[config.mk]
export PLATFORM = sky130hd
export DESIGN_NAME = dram_pwr_refresh_ctl
export DESIGN_NICKNAME = d
export VERILOG_FILES = /design/src/rtl/dram_pwr_refresh_ctl.sv
export SDC_FILE = /design/constraint.sdc
export NUM_CORES = 1
export LEC_CHECK = 0
export BUFFER_PORTS_ARGS = -buffer_cell sky130_fd_sc_hd__clkbuf_2
export CAP_MARGIN = 30
export CORE_ASPECT_RATIO = 0.6
export CORE_MARGIN = 4
export CORE_UTILIZATION = 50
export CTS_CLUSTER_SIZE = 14
export DETAILED_ROUTE_END_ITERATION = 10
export PLACE_DENSITY = 0.66
export SKIP_LAST_GASP = 1
export SLEW_MARGIN = 20
export SYNTH_ARGS = -nofsm -noshare
export SYNTH_HDL_FRONTEND = slang
export SYNTH_SLANG_ARGS = --single-unit
[constraint.sdc]
create_clock -name clk -period 3.5 [get_ports clk]
set_clock_uncertainty 0.1 [all_clocks]
set_input_delay 0.35 -clock clk [delete_from_list [all_inputs] [get_ports clk]]
set_output_delay 0.35 -clock clk [all_outputs]
set_load 0.01 [all_outputs]
[src/rtl/dram_pwr_refresh_ctl.sv]
module dram_pwr_refresh_ctl #(
  parameter int CLK_MHZ      = 400,
  parameter int NUM_BANKS    = 4,
  parameter int MAX_POSTPONE = 8
) (
  input  logic                 clk,
  input  logic                 rst_n,
  input  logic                 hot_range,
  input  logic [NUM_BANKS-1:0] bank_open,
  input  logic                 rw_busy,
  input  logic                 pd_req,
  input  logic                 sr_req,
  input  logic                 ref_ack,
  output logic                 cke,
  output logic                 ref_req,
  output logic [2:0]           mode,
  output logic                 sr_refused
);
  localparam int REFI_FULL = CLK_MHZ * 7800 / 1000;
  localparam int REFI_HALF = REFI_FULL / 2;
  localparam int TW = $clog2(REFI_FULL);
  localparam int PW = $clog2(MAX_POSTPONE + 2);

  localparam logic [2:0] M_ACT  = 3'd0;
  localparam logic [2:0] M_PPD  = 3'd1;
  localparam logic [2:0] M_APD  = 3'd2;
  localparam logic [2:0] M_SR   = 3'd3;
  localparam logic [2:0] M_WAKE = 3'd4;

  logic [2:0]    mode_q, mode_d, saved_q;
  logic [TW-1:0] timer_q;
  logic [PW-1:0] pend_q;
  logic          refused_q;

  wire all_idle  = ~|bank_open;
  wire in_pd     = (mode_q == M_PPD) || (mode_q == M_APD);
  wire in_sr     = (mode_q == M_SR);
  wire tick      = !in_sr && (timer_q == '0);
  wire pend_full = &pend_q;
  wire over      = pend_q > PW'(MAX_POSTPONE);
  wire [TW-1:0] reload = hot_range ? TW'(REFI_HALF - 1) : TW'(REFI_FULL - 1);

  assign cke        = !(in_pd || in_sr);
  assign ref_req    = cke && (pend_q != '0);
  assign mode       = mode_q;
  assign sr_refused = refused_q;

  wire retire = ref_req && ref_ack;

  always_ff @(posedge clk) begin
    if (!rst_n)              timer_q <= TW'(REFI_FULL - 1);
    else if (in_sr || tick)  timer_q <= reload;
    else                     timer_q <= timer_q - TW'(1);
  end

  always_ff @(posedge clk) begin
    if (!rst_n || in_sr) pend_q <= '0;
    else if (tick && !pend_full && !retire) pend_q <= pend_q + PW'(1);
    else if (!(tick && !pend_full) && retire) pend_q <= pend_q - PW'(1);
  end

  always_comb begin
    mode_d = mode_q;
    case (mode_q)
      M_ACT:
        if (!rw_busy && pend_q == '0) begin
          if (sr_req && all_idle) mode_d = M_SR;
          else if (pd_req)        mode_d = all_idle ? M_PPD : M_APD;
        end
      M_PPD, M_APD:
        if (!pd_req)   mode_d = M_ACT;
        else if (over) mode_d = M_WAKE;
      M_SR:
        if (!sr_req) mode_d = M_ACT;
      M_WAKE:
        if (pend_q == '0) mode_d = pd_req ? saved_q : M_ACT;
      default: mode_d = M_ACT;
    endcase
  end

  always_ff @(posedge clk) begin
    if (!rst_n) begin
      mode_q    <= M_ACT;
      saved_q   <= M_PPD;
      refused_q <= 1'b0;
    end else begin
      mode_q    <= mode_d;
      if (mode_d == M_WAKE && mode_q != M_WAKE) saved_q <= mode_q;
      refused_q <= (mode_q == M_ACT) && sr_req && !all_idle;
    end
  end

  assert_busy_keeps_cke_R5: assert property (@(posedge clk) disable iff (!rst_n)
    (mode_q == M_ACT && rw_busy) |=> cke);

  assert_sr_entry_idle_R6: assert property (@(posedge clk) disable iff (!rst_n)
    (mode_q == M_SR && $past(mode_q) != M_SR) |-> ($past(bank_open) == '0));

  assert_sr_no_backlog_R6: assert property (@(posedge clk) disable iff (!rst_n)
    in_sr |-> !ref_req && pend_q == '0);

  assert_backlog_wakes_R8: assert property (@(posedge clk) disable iff (!rst_n)
    (in_pd && pd_req && over) |=> (mode_q == M_WAKE && cke));

  assert_wake_retires_one_R9: assert property (@(posedge clk) disable iff (!rst_n)
    (mode_q == M_WAKE && ref_ack && pend_q != '0 && !tick) |=> pend_q == $past(pend_q) - PW'(1));

  assert_pd_exit_R10: assert property (@(posedge clk) disable iff (!rst_n)
    (in_pd && !pd_req) |=> (mode_q == M_ACT && cke));
endmodule

==> out/metrics.cfg, run 1 <==
[timing]
finalHoldViolations = 0
slew_headroom_pct = 59.8
setup_viol_count_final = 0
period_share_pct = 83.7
rsz0062_at_grt = no
timing.fmax_ghz = 0.341
worstMarginPinSlew_ns = 0.598
setup-tns-final_ns = 0
fin_crit_ns = 2.93
finalMaxSlewViolations = 0

[routing]
vias = 1127
ant_nets = 0
finalWirelength_um = 2870
initialDrtViolationCount = 108
drc = 0
post_drt_wl_per_cell_um = 14.6
drt_first_pass_iters = 4
via_per_inst = 5.72

[global_route]
antenna_found_initial = 0
grt_use_total_pct = 16.9
grt_pass1_wl_um = 4550
grt_pass1_vias = 971
grt_max_degree = 14
grt_remaining_overflow = 0

[clock_network]
cts_setup_buffers = 0
cts_made_buffers = 3
cts_resized = 0
clk_pin_slew_ns = 0.08
cts_root_buf = clkbuf_8
clock_latency_ns = 0.26
cts_buffer_depth = 2
postCtsHoldBufs = 0
h-tree-depth = 1
cts_tree = done
numClockSinks = 23

[critical_path]
crit_path_max_fanout = 8
end_kind = flop
crit_arrival_ns = 3.02
crit_type = flop to flop
crit_required_ns = 3.59
cp-start-kind = flop
path_cells = inv_1 > ha_1 > nor4b_2 > and3_1 > and3_1 > ha_1 > inv_1 > ha_1 > a21o_1 > a21oi_1 > mux2i_1 > mux2i_1
r2r_start = timer_q[0]$_SDFF_PP1_
worst_r2r_endpoint = pend_q[3]$_SDFFE_PP0P_
crit_path_top_delay_cell = and3_1
cpMostUsedCell = ha_1
cpPeakStageDelay_ns = 0.39
r2r_cells = 12
rrSetupSlack_ns = 0.57

[min_path]
hp-start = sr_req
hp-class = input port to flop
min_path_cells = 3
hold_end = sr_refused$_SDFF_PN0_

[floorplan]
start_util_pct = 52.8
die_x_um = 74.9
num_rows = 14
fp.dieH_um = 48.1
io_pins = 17
die_area_mm2 = 0.00360
coreArea_mm2 = 0.00254

[synth]
synth_nets = 168
yosys.area.top_type_share_pct = 34.3
synth_most_common_cell = dfxtp_1
synthCells = 151
ys_top_cells_by_area = dfxtp_1, xor2_1, nand2_1, ha_1, nor4_2
yosys.cell_types.count = 45
synthFlopType = dfxtp_1
netlist_area_mm2 = 0.00134
synth-seq-cells = 23
yosys-top-cells-count = dfxtp_1, nand2_1, nor2_1
yosys_warnings = 0
synth.avg_cell_area_um2 = 8.88
yosys.area.top_type = dfxtp_1
ys_seq_area_share_pct = 34.3
synth-async-reset-ratio_pct = 0
synth-edff-count = 0

[cells_and_area]
fill_cells = 226
final_cell_area_mm2 = 0.00148
antenna_cells = 0
final_nets = 183
fin_cells = 197
area_delta_synth_final_pct = 10.2
layout-drive-gt1-share_pct = 23.0

[run]
cap_violations = 0

[status]
status = completed

[power]
ir_drop_uv = 156
total_power_w = 0.000473
p_per_area_mw_per_mm2 = 320
leakagePower_nw = 0.619

[placed_design]
dp.cells = 193
portBuffers = 16
hpwl_um = 2220
routabilityCongestion = 0.885
dpl_cell_area_mm2 = 0.00143

==> critical path, delay by kind of cell, from the launching register on <==
family / cells / cell delay (ns)
buffers and inverters: 2 / 0.20
DFF: 1 / 0.36
adders and majority gates: 3 / 0.60
muxes: 2 / 0.45
AOI/OAI and AO/OA: 2 / 0.35
and+or+nand+nor: 3 / 0.82
==> registers in the layout, indices dropped and copies added (netlist names) <==
signal      flops
mode            3
pend_q          4
saved_q         3
sr_refused      1
timer_q        12
==> how the worst max path moves through the flow <==
stage	start	end	slack (ns)	depth (start not counted)
after floorplan	timer_q[0]$_SDFF_PP1_	pend_q[3]$_SDFFE_PP0P_	0.83	13
after global placement	timer_q[0]$_SDFF_PP1_	pend_q[3]$_SDFFE_PP0P_	0.72	12
after detailed placement	timer_q[0]$_SDFF_PP1_	pend_q[3]$_SDFFE_PP0P_	0.61	12
after CTS	timer_q[0]$_SDFF_PP1_	pend_q[3]$_SDFFE_PP0P_	0.56	12
after global routing	timer_q[0]$_SDFF_PP1_	pend_q[3]$_SDFFE_PP0P_	0.36	12
final	timer_q[0]$_SDFF_PP1_	pend_q[3]$_SDFFE_PP0P_	0.57	12
==> layout make-up <==
class                           instances  area [um^2]  area share [%]
Clock buffer                            3         41.3            2.79
Sequential cell                        23          460            31.2
Multi-Input combinational cell        117          832            56.3
Clock inverter                          1         5.00           0.339
Tap cell                               32         40.0            2.71
Inverter                                5         18.8            1.27
Timing Repair Buffer                   16         80.1            5.42
==> layer usage <==
| metal | part of all wire, % | up-vias | routed length, um | GRT usage [%] |
|---|---|---|---|---|
| li1 | - | 571 | - | - |
| met1 | 51 | 528 | 1470 | 25.6 |
| met2 | 44 | 28 | 1250 | 24.6 |
| met3 | 5.4 | 0 | 155 | 4.32 |
| met4 | 0 | 0 | 0 | 2.13 |
| met5 | 0 | - | 0 | 0 |
==> kinds of logic after synthesis <==
| logic type | synth area share, % |
|---|---|
| AND/OR/NAND/NOR | 32.3 |
| XOR/XNOR | 7.18 |
| multiplexers | 2.24 |
| AO/OA/AOI/OAI | 14.2 |
| buffers and inverters | 3.64 |
| adder cells (fa/ha/maj) | 6.16 |
| flip-flops | 34.3 |
==> stage by stage <==
stage | hold WS (ns) | util [%] | worst slack, ns
after global placement | 0.315 | 56.4 | 0.715
after global routing | 0.287 | 58.2 | 0.357
after floorplan | 0.304 | - | 0.827
after detailed placement | 0.344 | 56.4 | 0.606
after CTS | 0.270 | 58.2 | 0.558
final | 0.275 | 58.2 | 0.570
==> power by group <==
part | internal (W) | switching (W)
logic | 0.0000154 | 0.0000190
registers | 0.000266 | 0.00000825
clock network | 0.0000794 | 0.0000843
==> layout by cell type, fill, tap and decap left out, drive strengths merged, types with 2 or more instances in the layout <==
cell type  synthesis  layout
mux2i              3       3
nand2             17      17
ha                 5       5
a211oi             3       3
xnor2              3       3
nor2              11      11
nor4b              2       2
and3               4       4
nor4               6       6
nand3b             4       4
a31oi              2       2
nand4              2       2
nor3               6       6
dfxtp             23      23
o21ai              6       6
clkbuf             1      19
nand4b             2       2
a21oi              6       6
nor2b              3       3
nand3              7       7
a21o               2       2
xor2               8       8
inv                5       5
nor3b              2       2
(Power assumes the default switching activity.)
==> run 2, diff against run 1 <==
- clock period: 3.5 -> 2.96 ns (I/O delays scaled with it)
==> out/metrics.cfg, run 2 (same netlist as run 1, synthesis figures left out) <==
[cells_and_area]
final_core_util_pct = 59.3  ; +1.1 points
regMostFlops = timer_q
fill_cells = 234  ; +3.5%
final_nets = 187  ; +2.2%
fin_cells = 201  ; +2.0%
area_delta_synth_final_pct = 12.3
layout_commonest_cell = dfxtp_1
largest_reg_flops = 12  ; unchanged
antenna_cells = 0  ; unchanged
final_cell_area_mm2 = 0.00151  ; +1.9%
final_cell_mix = dfxtp_1, nand2_1, clkbuf_2, nor2_1, xor2_1
largestRegisters = timer_q: 12 flops, pend_q: 4 flops
layout-drive-gt1-share_pct = 24.3  ; +1.2 points

[power]
p_per_area_mw_per_mm2 = 376  ; +18%
combPwrFrac_pct = 8.0  ; +0.7 points
clockPowerShare_pct = 35.1  ; +0.5 points
switchingPower_w = 0.000136  ; +22%
power.internal_w = 0.000430  ; +19%
seqPwrFrac_pct = 56.9  ; -1.2 points
power.share.switching_pct = 24.1  ; +0.46 points
ir_drop_uv = 197  ; +26%
leakagePower_nw = 0.636  ; +2.8%

[critical_path]
cpMostUsedCell = ha_1
crit_arrival_ns = 2.86  ; -0.16 ns
worst_r2r_endpoint = pend_q[3]$_SDFFE_PP0P_
cp-start-kind = flop
cpPeakStageDelay_ns = 0.41  ; +0.02 ns
crit_path_top_delay_cell = dfxtp_1
crit_type = flop to flop
crit_start = timer_q[0]$_SDFF_PP1_
endpoint = pend_q[3]$_SDFFE_PP0P_
r2r_cells = 12  ; unchanged
r2r_start = timer_q[0]$_SDFF_PP1_
crit_path_max_fanout = 5  ; -3
rrSetupSlack_ns = 0.20  ; -0.37 ns
end_kind = flop
path_cells = inv_1 > ha_1 > nor4b_2 > and3_1 > and3_1 > ha_1 > inv_1 > ha_1 > a21o_1 > a21oi_1 > mux2i_1 > mux2i_1
crit_required_ns = 3.06  ; -0.53 ns

[timing]
fin_crit_ns = 2.76  ; -0.171 ns
finalHoldViolations = 0  ; unchanged
period_share_pct = 93.2  ; +9.5 points
slew_headroom_pct = 59.1  ; -0.77 points
setup-tns-final_ns = 0  ; unchanged
rsz0062_at_grt = no
timing.fmax_ghz = 0.362  ; +6.2%
setup_viol_count_final = 0  ; unchanged
finalMaxSlewViolations = 0  ; unchanged
worstMarginPinSlew_ns = 0.609  ; +0.0109 ns

[floorplan]
fp.dieH_um = 48.1  ; unchanged
die_area_mm2 = 0.00360  ; unchanged
start_util_pct = 52.8  ; unchanged
io_pins = 17  ; unchanged
coreArea_mm2 = 0.00254  ; unchanged
die_x_um = 74.9  ; unchanged
num_rows = 14  ; unchanged

[clock_network]
cts_resized = 0  ; unchanged
postCtsHoldBufs = 0  ; unchanged
numClockSinks = 23  ; unchanged
cts_tree = done
cts_buffer_depth = 2  ; unchanged
h-tree-depth = 1  ; unchanged
clock_latency_ns = 0.27  ; about the same
cts_setup_buffers = 0  ; unchanged
cts_root_buf = clkbuf_8
clk_pin_slew_ns = 0.08  ; about the same
cts_made_buffers = 3  ; unchanged

[routing]
ant_nets = 0  ; unchanged
drt_first_pass_iters = 4  ; unchanged
drc = 0  ; unchanged
finalWirelength_um = 2960  ; +2.8%
vias = 1150  ; +2.0%
post_drt_wl_per_cell_um = 14.7  ; +0.77%
initialDrtViolationCount = 128  ; +19%
via_per_inst = 5.72  ; about the same

[global_route]
grt_use_total_pct = 17.3  ; +0.43 points
grt_remaining_overflow = 0  ; unchanged
antenna_found_initial = 0  ; unchanged
grt_pass1_wl_um = 4680  ; +2.9%
grt_pass1_vias = 956  ; -1.5%
grt_max_degree = 14  ; unchanged

[placed_design]
routabilityCongestion = 0.810  ; -8.4%
portBuffers = 16  ; unchanged
dpl_cell_area_mm2 = 0.00146  ; +2.1%
dp.cells = 197  ; +2.1%
hpwl_um = 2310  ; +4.2%

[run]
cap_violations = 0  ; unchanged

[min_path]
hp-class = input port to flop

[status]
status = completed

-- run 2: power by group through the flow --
stage | clock, W | sequential (W) | combinational [W]
after detailed placement | 0 | 0.000330 | 0.0000446
after floorplan | 0 | 0.000329 | 0.0000259
after global routing | 0.000215 | 0.000323 | 0.0000503
after global placement | 0 | 0.000329 | 0.0000434
final | 0.000199 | 0.000323 | 0.0000451
after CTS | 0.000201 | 0.000322 | 0.0000447
-- run 2: worst max-delay path, delay by kind of cell, from the launching register on --
| kind | cells | cell delay, ns |
|---|---|---|
| adder cells (fa/ha/maj) | 3 | 0.66 |
| multiplexers | 2 | 0.45 |
| AND/OR/NAND/NOR | 3 | 0.51 |
| buffers and inverters | 2 | 0.23 |
| AO/OA/AOI/OAI | 2 | 0.35 |
| flip-flops | 1 | 0.41 |
-- run 2: layer usage --
| metal | GRT usage (%) | vias up | share of wire (%) |
|---|---|---|---|
| li1 | - | 581 | - |
| met3 | 3.70 | 2 | 3.9 |
| met5 | 0 | - | 0 |
| met1 | 27.7 | 544 | 54 |
| met4 | 3.19 | 0 | 0.34 |
| met2 | 23.4 | 23 | 42 |
-- run 2: stage by stage --
step	total power (W)	worst slack [ns]	hold WS (ns)
after floorplan	0.000354	0.287	0.304
after global placement	0.000373	0.351	0.313
after detailed placement	0.000374	0.224	0.328
after CTS	0.000568	0.222	0.211
after global routing	0.000588	0.00516	0.224
final	0.000567	0.201	0.221
-- run 2: worst min-delay path by stage --
stage,cells after the start,to,from
6_report,3,sr_refused$_SDFF_PN0_,sr_req
5_1_grt,3,sr_refused$_SDFF_PN0_,sr_req
4_1_cts,3,sr_refused$_SDFF_PN0_,sr_req
3_5_place_dp,1,timer_q[0]$_SDFF_PP1_,timer_q[0]$_SDFF_PP1_
3_3_place_gp,1,timer_q[0]$_SDFF_PP1_,timer_q[0]$_SDFF_PP1_
2_1_floorplan,1,timer_q[0]$_SDFF_PP1_,timer_q[0]$_SDFF_PP1_
-- run 2: layout make-up --
class / count / area [um^2] / area share, %
Sequential cell: 23 / 460 / 30.6
Multi-Input combinational cell: 117 / 832 / 55.2
Timing Repair Buffer: 20 / 110 / 7.31
Clock buffer: 4 / 45.0 / 2.99
Tap cell: 32 / 40.0 / 2.66
Inverter: 5 / 18.8 / 1.25
==> run 3, diff against run 2 <==
- CORE_ASPECT_RATIO: 0.6 -> 1.75
==> out/metrics.cfg, run 3 (same netlist as run 1, synthesis figures left out) <==
[power]
ir_drop_uv = 264  ; +34%
p_per_area_mw_per_mm2 = 375  ; -0.36%
leakagePower_nw = 0.644  ; +1.3%
total_power_w = 0.000565  ; -0.28%

[critical_path]
r2r_start = timer_q[0]$_SDFF_PP1_
crit_type = flop to flop
cp-start-kind = flop
crit_required_ns = 3.06  ; about the same
cpMostUsedCell = ha_1
r2r_cells = 12  ; unchanged
crit_path_top_delay_cell = dfxtp_1
worst_r2r_endpoint = pend_q[3]$_SDFFE_PP0P_
path_cells = inv_1 > ha_1 > nor4b_2 > and3_1 > and3_1 > ha_1 > inv_1 > ha_1 > a21o_1 > a21oi_1 > mux2i_1 > mux2i_1
cpPeakStageDelay_ns = 0.42  ; about the same
crit_arrival_ns = 2.86  ; about the same
rrSetupSlack_ns = 0.20  ; about the same
crit_start = timer_q[0]$_SDFF_PP1_
crit_path_max_fanout = 5  ; unchanged
end_kind = flop

[timing]
fin_crit_ns = 2.76  ; +0.00100 ns
finalMaxSlewViolations = 0  ; unchanged
worstMarginPinSlew_ns = 0.674  ; +0.0651 ns
whs_ns = 0.212  ; -0.00859 ns
rsz0062_at_grt = no
timing.fmax_ghz = 0.362  ; about the same
finalHoldViolations = 0  ; unchanged
setup_viol_count_final = 0  ; unchanged
setup-tns-final_ns = 0  ; unchanged
slew_headroom_pct = 54.7  ; -4.4 points
period_share_pct = 93.3  ; about the same

[global_route]
antenna_found_initial = 0  ; unchanged
grt_use_total_pct = 18.5  ; +1.2 points
grt_pass1_wl_um = 4970  ; +6.3%
grt_remaining_overflow = 0  ; unchanged
grt_pass1_vias = 1154  ; +21%
grt_max_degree = 14  ; unchanged

[clock_network]
cts_setup_buffers = 0  ; unchanged
clk_pin_slew_ns = 0.08  ; about the same
cts_buffer_depth = 2  ; unchanged
h-tree-depth = 1  ; unchanged
cts_tree = done
cts_root_buf = clkbuf_8
numClockSinks = 23  ; unchanged
cts_made_buffers = 3  ; unchanged
cts_resized = 0  ; unchanged
clock_latency_ns = 0.27  ; about the same
postCtsHoldBufs = 0  ; unchanged

[cells_and_area]
antenna_cells = 0  ; unchanged
regMostFlops = timer_q
largestRegisters = timer_q: 12 flops, pend_q: 4 flops
layout_commonest_cell = dfxtp_1
final_nets = 188  ; +0.53%
fill_cells = 247  ; +5.6%
area_delta_synth_final_pct = 12.4  ; about the same
layout-drive-gt1-share_pct = 25.3  ; +1.0 points
final_cell_mix = dfxtp_1, nand2_1, clkbuf_2, nor2_1, xor2_1
largest_reg_flops = 12  ; unchanged

[placed_design]
hpwl_um = 2280  ; -1.3%
portBuffers = 16  ; unchanged
routabilityCongestion = 0.877  ; +8.2%

[routing]
drc = 0  ; unchanged
drt_first_pass_iters = 4  ; unchanged
vias = 1170  ; +1.7%
post_drt_wl_per_cell_um = 15.1  ; +2.8%
via_per_inst = 5.97  ; +4.3%
ant_nets = 0  ; unchanged
finalWirelength_um = 2960  ; +0.20%
initialDrtViolationCount = 26  ; -80%

[floorplan]
io_pins = 17  ; unchanged
start_util_pct = 53.2  ; +0.37 points
fp.dieH_um = 76.5  ; +59%
coreArea_mm2 = 0.00252  ; -0.69%
num_rows = 24  ; +10
die_x_um = 47.2  ; -37%
die_area_mm2 = 0.00361  ; +0.14%

[min_path]
hp-class = input port to flop
hp-start = sr_req
min_path_cells = 3  ; unchanged
hold_end = sr_refused$_SDFF_PN0_

[status]
status = completed

[run]
cap_violations = 0  ; unchanged

## run 3: cell count changes in the layout (fill, tap and decap cells not counted), sizes merged
cell,previous run,this run
buf,4,5
clkbuf,20,19
clkinv,0,1
## run 3: area by class of cell
| class | count | area [um^2] | area share [%] |
|---|---|---|---|
| Timing Repair Buffer | 21 | 118 | 7.80 |
| Tap cell | 26 | 32.5 | 2.16 |
| Inverter | 5 | 18.8 | 1.24 |
| Clock buffer | 3 | 41.3 | 2.74 |
| Multi-Input combinational cell | 117 | 832 | 55.2 |
| Sequential cell | 23 | 460 | 30.5 |
| Clock inverter | 1 | 5.00 | 0.332 |
## run 3: layer usage
metal | GRT usage [%] | part of all wire, %
met1 | 22.1 | 42
met2 | 30.8 | 53
met3 | 2.13 | 2.8
met4 | 8.59 | 2.6
met5 | 0 | 0
## run 3: where the power goes
part / internal (W) / leakage (nW) / total [W] / switching (W)
Clock: 0.0000942 / 0.0255 / 0.000198 / 0.000104
Combinational: 0.0000198 / 0.432 / 0.0000457 / 0.0000260
Sequential: 0.000315 / 0.187 / 0.000322 / 0.00000691
## run 3: how the worst max path moves through the flow
stage / endpoint / slack (ns) / depth (start not counted)
3_5_place_dp: pend_q[3]$_SDFFE_PP0P_ / 0.21 / 12
6_report: pend_q[3]$_SDFFE_PP0P_ / 0.20 / 12
5_1_grt: pend_q[3]$_SDFFE_PP0P_ / 0.006 / 12
4_1_cts: pend_q[3]$_SDFFE_PP0P_ / 0.17 / 12
3_3_place_gp: pend_q[3]$_SDFFE_PP0P_ / 0.34 / 12
2_1_floorplan: pend_q[3]$_SDFFE_PP0P_ / 0.29 / 13
## run 3: worst max-delay path, delay by kind of cell, from the launching register on
family | cells | cell delay [ns]
AND/OR/NAND/NOR | 3 | 0.52
multiplexers | 2 | 0.43
AO/OA/AOI/OAI | 2 | 0.35
flip-flops | 1 | 0.42
buffers and inverters | 2 | 0.21
adder cells (fa/ha/maj) | 3 | 0.64
## run 3: stage by stage
stage	setup slack [ns]	instance area (um^2)	util [%]	instances
after floorplan	0.287	1340	-	151
after global placement	0.339	1460	57.9	192
after detailed placement	0.211	1460	57.9	192
after CTS	0.174	1510	59.8	196
after global routing	0.00622	1510	59.8	196
final	0.200	1510	59.8	196
